File: config.mk
export PLATFORM = sky130hd
export DESIGN_NAME = rt_tick_guard
export DESIGN_NICKNAME = d
export VERILOG_FILES = /design/src/rtl/rt_tick_pkg.sv /design/src/rtl/rt_tick_divider.sv /design/src/rtl/rt_irq_flag.sv /design/src/rtl/rt_ocp_window.sv /design/src/rtl/rt_tick_guard.sv
export SDC_FILE = /design/constraint.sdc
export NUM_CORES = 1
export LEC_CHECK = 0
export ABC_CLOCK_PERIOD_IN_PS = 2100
export CELL_PAD_IN_SITES_DETAIL_PLACEMENT = 1
export CELL_PAD_IN_SITES_GLOBAL_PLACEMENT = 2
export CORE_ASPECT_RATIO = 0.7
export CORE_MARGIN = 2
export CORE_UTILIZATION = 34
export CTS_CLUSTER_DIAMETER = 40
export CTS_CLUSTER_SIZE = 10
export DETAILED_ROUTE_END_ITERATION = 6
export GPL_TIMING_DRIVEN = 1
export PLACE_DENSITY_LB_ADDON = 0.1
export SLEW_MARGIN = 25
export SYNTH_ARGS = -nofsm -noshare
export SYNTH_HDL_FRONTEND = slang
export SYNTH_SLANG_ARGS = --single-unit
File: constraint.sdc
create_clock -name clk -period 2.1 [get_ports clk]
set_input_delay 0.315 -clock clk [delete_from_list [all_inputs] [get_ports clk]]
set_output_delay 0.315 -clock clk [all_outputs]
set_load 0.02 [all_outputs]
File: src/rtl/rt_tick_pkg.sv
package rt_tick_pkg;
    typedef enum logic {
        GUARD_OPEN = 1'b0,
        GUARD_HOLD = 1'b1
    } guard_state_e;
endpackage

File: src/rtl/rt_tick_divider.sv
module rt_tick_divider #(
    parameter int DIV_W       = 14,
    parameter int TICK_PERIOD = 4096
) (
    input  logic clk,
    input  logic rst_n,
    input  logic tmr_clr,
    output logic tick
);
    localparam logic [DIV_W-1:0] LAST = DIV_W'(TICK_PERIOD - 1);

    logic [DIV_W-1:0] cnt_q;
    logic             tick_q;

    always_ff @(posedge clk) begin
        if (!rst_n || tmr_clr) begin
            cnt_q  <= '0;
            tick_q <= 1'b0;
        end else if (cnt_q == LAST) begin
            cnt_q  <= '0;
            tick_q <= 1'b1;
        end else begin
            cnt_q  <= cnt_q + 1'b1;
            tick_q <= 1'b0;
        end
    end

    assign tick = tick_q;

    AST_TICK_ONE_CYCLE: assert property (@(posedge clk) disable iff (!rst_n)
        tick |=> !tick);
    AST_CLR_NO_TICK: assert property (@(posedge clk) disable iff (!rst_n)
        tmr_clr |=> !tick);
endmodule

File: src/rtl/rt_irq_flag.sv
module rt_irq_flag (
    input  logic clk,
    input  logic rst_n,
    input  logic tick,
    input  logic irq_ack,
    output logic irq
);
    logic irq_q;

    always_ff @(posedge clk) begin
        if (!rst_n)       irq_q <= 1'b0;
        else if (tick)    irq_q <= 1'b1;
        else if (irq_ack) irq_q <= 1'b0;
    end

    assign irq = irq_q;

    AST_IRQ_SET: assert property (@(posedge clk) disable iff (!rst_n)
        tick |=> irq);
    AST_IRQ_ACK: assert property (@(posedge clk) disable iff (!rst_n)
        (irq_ack && !tick) |=> !irq);
endmodule

File: src/rtl/rt_ocp_window.sv
module rt_ocp_window
    import rt_tick_pkg::*;
#(
    parameter int DLY_W = 8
) (
    input  logic             clk,
    input  logic             rst_n,
    input  logic             tick,
    input  logic             out_chg,
    input  logic [DLY_W-1:0] dly_ticks,
    output logic             ocp_permit
);
    guard_state_e     state_q, state_d;
    logic [DLY_W-1:0] seen_q;
    logic [DLY_W-1:0] dly_q;
    logic             last_tick;

    assign last_tick = tick && (seen_q == dly_q - 1'b1);

    // state register
    always_ff @(posedge clk) begin
        if (!rst_n) state_q <= GUARD_OPEN;
        else        state_q <= state_d;
    end

    // next state
    always_comb begin
        state_d = state_q;
        unique case (state_q)
            GUARD_OPEN: if (out_chg) state_d = (dly_ticks == '0) ? GUARD_OPEN : GUARD_HOLD;
            GUARD_HOLD: begin
                if (out_chg)        state_d = (dly_ticks == '0) ? GUARD_OPEN : GUARD_HOLD;
                else if (last_tick) state_d = GUARD_OPEN;
            end
            default:                state_d = GUARD_OPEN;
        endcase
    end

    // tick count and captured delay
    always_ff @(posedge clk) begin
        if (!rst_n) begin
            seen_q <= '0;
            dly_q  <= '0;
        end else if (out_chg) begin
            seen_q <= '0;
            dly_q  <= dly_ticks;
        end else if (state_q == GUARD_HOLD && tick) begin
            seen_q <= seen_q + 1'b1;
        end
    end

    // outputs
    always_comb begin
        ocp_permit = (state_q == GUARD_OPEN);
    end

    AST_STROBE_BLOCKS: assert property (@(posedge clk) disable iff (!rst_n)
        (out_chg && dly_ticks != '0) |=> !ocp_permit);
    AST_ZERO_DELAY: assert property (@(posedge clk) disable iff (!rst_n)
        (out_chg && dly_ticks == '0) |=> ocp_permit);
    AST_RISE_CAUSE: assert property (@(posedge clk) disable iff (!rst_n)
        $rose(ocp_permit) |-> $past(tick || out_chg));
endmodule

File: src/rtl/rt_tick_guard.sv
module rt_tick_guard #(
    parameter int DIV_W       = 14,
    parameter int TICK_PERIOD = 4096,
    parameter int DLY_W       = 8
) (
    input  logic             clk,
    input  logic             rst_n,
    input  logic             tmr_clr,
    input  logic             out_chg,
    input  logic [DLY_W-1:0] dly_ticks,
    input  logic             irq_ack,
    output logic             tick,
    output logic             irq,
    output logic             ocp_permit
);
    logic tick_w;

    rt_tick_divider #(.DIV_W(DIV_W), .TICK_PERIOD(TICK_PERIOD)) u_div (
        .clk(clk), .rst_n(rst_n), .tmr_clr(tmr_clr), .tick(tick_w)
    );

    rt_irq_flag u_irq (
        .clk(clk), .rst_n(rst_n), .tick(tick_w), .irq_ack(irq_ack), .irq(irq)
    );

    rt_ocp_window #(.DLY_W(DLY_W)) u_win (
        .clk(clk), .rst_n(rst_n), .tick(tick_w), .out_chg(out_chg),
        .dly_ticks(dly_ticks), .ocp_permit(ocp_permit)
    );

    assign tick = tick_w;

    initial begin
        AST_PERIOD_FITS: assert (TICK_PERIOD > 1 && TICK_PERIOD <= (1 << DIV_W));
    end
endmodule

# [After elaboration in Yosys (flattened, before gate mapping)]
# Index checks and enable logic that the tools add are counted.
[classes] addsub=3 n_eq_ne=2 mux=8 bitwise=2 reduce_logical=8
[op_table] operator="$add A14 B1 Y14 const B" n=1
[op_table] operator="$eq A14 B12 Y1 const B" n=1
[op_table] operator="$add A8 B1 Y8 const B" n=1
[op_table] operator="$eq A8 B8 Y1" n=1
[op_table] operator="$logic_not A8 Y1" n=1
[op_table] operator="$sub A8 B1 Y8 const B" n=1
[op_table] operator="$mux W1" n=7
[op_table] operator="$reduce_or A2 Y1" n=2
[op_table] operator="$logic_and A1 B1 Y1" n=2
[op_table] operator="$not A1 Y1" n=2
[op_table] operator="$pmux W1 S2" n=1
[op_table] operator="$reduce_bool A2 Y1" n=1
[op_table] operator="$logic_not A1 Y1" n=1
[op_table] operator="$logic_or A1 B1 Y1" n=1
[totals] register_bits=33 out_inout_bits=3

# [Depth between registers and ports, before layout]
[depth] depth_word=6 ltp_mapped=8 depth_no_buf=7

# [By module]
# A second synthesis with hierarchy kept.
[hier_totals] cells_unflattened=183 area_unflattened_um2=1694.1
[modules_own_cells] module="rt_ocp_window" instances=1 cells_each=112 area_per_inst_um2=999.7 seq_area_each_um2=340.3
[modules_own_cells] module="rt_tick_divider" instances=1 cells_each=68 area_per_inst_um2=653.1 seq_area_each_um2=300.3
[modules_own_cells] module="rt_irq_flag" instances=1 cells_each=3 area_per_inst_um2=41.3 seq_area_each_um2=20.0

# [Worst setup path after synthesis]
# No wires, ideal clock.
[synth_timing] path_kind="reg2reg" from="reg u_win.dly_q[0]" to="reg u_win.state_q" setup_ps=135 arrival_ps=1451 slack_ps=513 stages_incl_launch_ff=9 path_buffers=1 synth_period_minus_slack_ps=1587 path_cell_list="dfxtp_1 > inv_1 > ha_1 > clkbuf_1 > o21bai_1 > a211oi_1 > a211oi_1 > o21ai_0 > a31oi_1"
[synth_via] elab_chain_cells=6
[synth_rtl] item="start: declaration" line="rt_ocp_window.sv:15" text="logic [DLY_W-1:0] dly_q;"
[synth_rtl] item="start signal: assignment" line="rt_ocp_window.sv:46" text="dly_q <= dly_ticks;"
[synth_rtl] item="$sub A8 B1 Y8" line="rt_ocp_window.sv:18" text="assign last_tick = tick && (seen_q == dly_q - 1'b1);"
[synth_rtl] item="$eq A8 B8 Y1" line="rt_ocp_window.sv:18"
[synth_rtl] item="$logic_and A1 B1 Y1" line="rt_ocp_window.sv:18"
[synth_rtl] item="$mux W1" line="rt_ocp_window.sv:33" text="else if (last_tick) state_d = GUARD_OPEN;"
[synth_rtl] item="$mux W1" line="rt_ocp_window.sv:32" text="if (out_chg) state_d = (dly_ticks == '0) ? GUARD_OPEN : GUARD_HOLD;"
[synth_rtl] item="$pmux W1 S2" line="rt_ocp_window.sv:29" text="unique case (state_q)"
[synth_rtl] item="end signal: assignment" line="rt_ocp_window.sv:23" text="else state_q <= state_d;"
[synth_rtl] item="end: declaration" line="rt_ocp_window.sv:13" text="guard_state_e state_q, state_d;"
# Every way passes these cells.
# A chain may end at the register's enable or synchronous reset.

# [Worst setup path after layout]
[layout_timing] from="reg u_win.dly_q[1]" to="reg u_win.state_q"
# The elaborated chain is that of the path after synthesis.

==> flow_metrics.env <==
export IMPL_clock_latency_ps=280
export IMPL_run_status="finished, final reports clean"
export IMPL_path_max_fanout=8
export IMPL_cp_top_family="compound AO/OA/AOI/OAI gates"
export IMPL_placed_area_sq_um=1840
export IMPL_hold_viol=0
export IMPL_crit_path_frequent_cell="a211oi_1"
export IMPL_drive_gt1_share_pct=7.88
export IMPL_path_class="reg -> reg"
export IMPL_syn_nets=199
export IMPL_antenna_found_initial=0
export IMPL_post_cts_setup_buffers=0
export IMPL_synth_warnings=0
export IMPL_fin_cells=258
export IMPL_die_w_um=86.5
export IMPL_layout_common_cells="dfxtp_1, nor2_1, xor2_1, clkdlybuf4s50_1, nand3_1"
export IMPL_grt_usage_pct=15.9
export IMPL_port_buffers=15
export IMPL_start_util_pct=36.4
export IMPL_antenna_cells=0
export IMPL_p_total_mw=1.26
export IMPL_cts_max_path_buffers=2
export IMPL_drv_cap=0
export IMPL_final_common_cell="dfxtp_1"
export IMPL_power_frac_seq_pct=52.3
export IMPL_intPower_uw=964
export IMPL_design_area_sq_um=1930
export IMPL_ys_ff_latch=33
export IMPL_swShare_pct=23.2
export IMPL_cts_tree="done"
export IMPL_setup_violations=0
export IMPL_row_count=20
export IMPL_final_max_slew_violation_count=0
export IMPL_cp_slowest_stage_delay_ps=440
export IMPL_numCtsBuffers=5
export IMPL_routabilityCongestion=0.746
export IMPL_power_frac_clock_pct=37.6
export IMPL_powerDensity_nw_per_um2=650
export IMPL_setup_tns_ps=0
export IMPL_synth_compound_area_share_pct=7.64
export IMPL_drt_pass1_iterations=4
export IMPL_core_area_sq_um=4450
export IMPL_routedWlPerCell_um=14.9
export IMPL_path_buf_inv=1
export IMPL_whs_ps=470
export IMPL_htree_levels=2
export IMPL_wirelength_mm=3.84
export IMPL_ir_worst_vdd_v=0.000287
export IMPL_grt_pass1_vias=1294
export IMPL_required_ps=2250
export IMPL_period_share_pct=82.1
export IMPL_post_cts_resized=0
export IMPL_grt_overflow=0
export IMPL_cts_hold_buf=0
export IMPL_grt_max_degree=14
export IMPL_crit_path_end_kind="register"
export IMPL_area_growth_pct=19.1
export IMPL_ys_seq_area_share_pct=40.7
export IMPL_max_freq_ghz=0.580
export IMPL_ys_types=33
export IMPL_fin_crit_ps=1720
export IMPL_die_y_um=61.8
export IMPL_synth_top_family_by_area="simple AND/OR/NAND/NOR gates"
export IMPL_vias=1260
export IMPL_nFillCells=533
export IMPL_slew_headroom_pct=63.6
export IMPL_syn_area_sq_um=1620
export IMPL_share_comb_of_total_power_pct=10.1
export IMPL_slowest_stage="dfxtp_1"
export IMPL_grt_pass1_wl_mm=6.27
export IMPL_yosys_area_share_adder_pct=2.31
export IMPL_worstSetupStartpointType="register"
export IMPL_synthMuxAreaShare_pct=4.94
export IMPL_via_per_inst=4.88
export IMPL_crit_chain="inv_1 -> ha_1 -> o21bai_1 -> a211oi_1 -> a211oi_1 -> o21ai_0 -> a31oi_1"
export IMPL_hold_path_class="reg -> reg"
export IMPL_rsz0062_at_grt="false"
export IMPL_route_detailed_drc=0
export IMPL_clk_root_buffer_cell="clkbuf_8"
export IMPL_final_net_count=219
export IMPL_antenna_left=0
export IMPL_synth_simple_area_share_pct=25.3
export IMPL_synth_xor_area_share_pct=15.1
export IMPL_dp_cells=251
export IMPL_dpl_hpwl_mm=2.95
export IMPL_dieArea_sq_um=5350
export IMPL_postSynthCellCount=183
export IMPL_cts_sink_count=33
export IMPL_clock_skew_ps=3.51
export IMPL_worst_pin_slew_ps=540
export IMPL_avgSynthCellArea_sq_um=8.86
export IMPL_switchingPower_uw=291
export IMPL_boundaryPins=16
export IMPL_p_leak_nw=0.700
export IMPL_crit_arrival_ps=1870
export IMPL_path_clk_slew_ps=60
export IMPL_first_iter_violations=26
-- cells in the mapped netlist --
library cell  count  share of area (%)
and3_4            1               0.69
xnor2_1           9                4.9
mux2i_1           8                4.9
a21oi_1           3               0.93
dfxtp_1          33                 41
nor2_1           27                6.3
or3_1             1               0.39
o21a_1            1               0.46
inv_1             8                1.9
o211ai_1          1               0.46
nand3_4           1                1.1
ha_1              3                2.3
nand2_1          10                2.3
a31oi_1           1               0.39
and4_4            1               0.69
o21bai_1          1               0.46
or4_1             1               0.46
clkbuf_1          6                1.4
buf_6             1               0.69
nand4_1           5                1.9
o311ai_4          1                1.6
o21ai_0           6                1.9
nor2b_1           9                3.5
nand2b_1          3                1.2
nand3b_1          1               0.46
xor2_1           19                 10
a2111oi_0         1               0.54
nor3_1            1               0.31
a211oi_1          2               0.93
nor4_1            4                1.5
and2_1            1               0.39
and3_2            1               0.46
nand3_1          12                3.7
-- final timing paths --
check / from / endpoint / slack, ps / cells past startpoint
max: u_win.dly_q[1] / u_win.state_q / 380 / 7
min: u_div.cnt_q[0] / u_div.cnt_q[0] / 470 / 1
max reg2reg: u_win.dly_q[1] / u_win.state_q / 380 / 7
min reg2reg: u_div.cnt_q[0] / u_div.cnt_q[0] / 470 / 1
-- per-stage QoR --
step           util [%]  setup WS [ps]
6_report           43.3            377
5_1_grt            43.3            236
4_1_cts            43.3            354
3_5_place_dp       41.4            160
3_3_place_gp       41.4            234
2_1_floorplan         -            513
-- final cells by class --
type                            instances  area [sq um]  area share, %
Multi-Input combinational cell        135           897           46.5
Sequential cell                        33           661           34.2
Timing Repair Buffer                   20           188           9.72
Clock buffer                            7          86.3           4.47
Tap cell                               55          68.8           3.56
Inverter                                8          30.0           1.56
-- sequential cells by signal, indices dropped and copies added (netlist names) --
register       flops
u_div.cnt_q       14
u_div.tick         1
u_win.dly_q        8
u_win.state_q      1
u_win.seen_q       8
u_irq.irq          1
-- worst register-to-register path, cell delays in order (launching register included) --
cell and delay, ps:
dfxtp_1 440, inv_1 80, ha_1 290, o21bai_1 200, a211oi_1 230, a211oi_1 70, o21ai_0 180, a31oi_1 100
-- power by group through the flow --
stage	Clock (mW)	Sequential, mW	Combinational, mW
floorplan	0	0.664	0.0790
global placement	0	0.669	0.123
detailed placement	0	0.670	0.128
CTS	0.495	0.656	0.130
global route	0.518	0.657	0.140
finish	0.471	0.656	0.127
-- metal layers --
layer	GRT usage, %	up-vias	wire length [um]
met5	0	-	0
met4	7.37	0	59
met3	4.49	7	197
met2	24.0	23	1520
met1	21.5	579	2070
li1	-	651	-
-- kinds of logic after synthesis --
| kind of cell | after synthesis |
|---|---|
| compound gates | 17 |
| fa+ha+maj | 3 |
| flops | 33 |
| buf+inv | 15 |
| simple gates | 79 |
| xor+xnor | 28 |
| mux | 8 |
No activity file was read; power rests on OpenSTA's default activity.
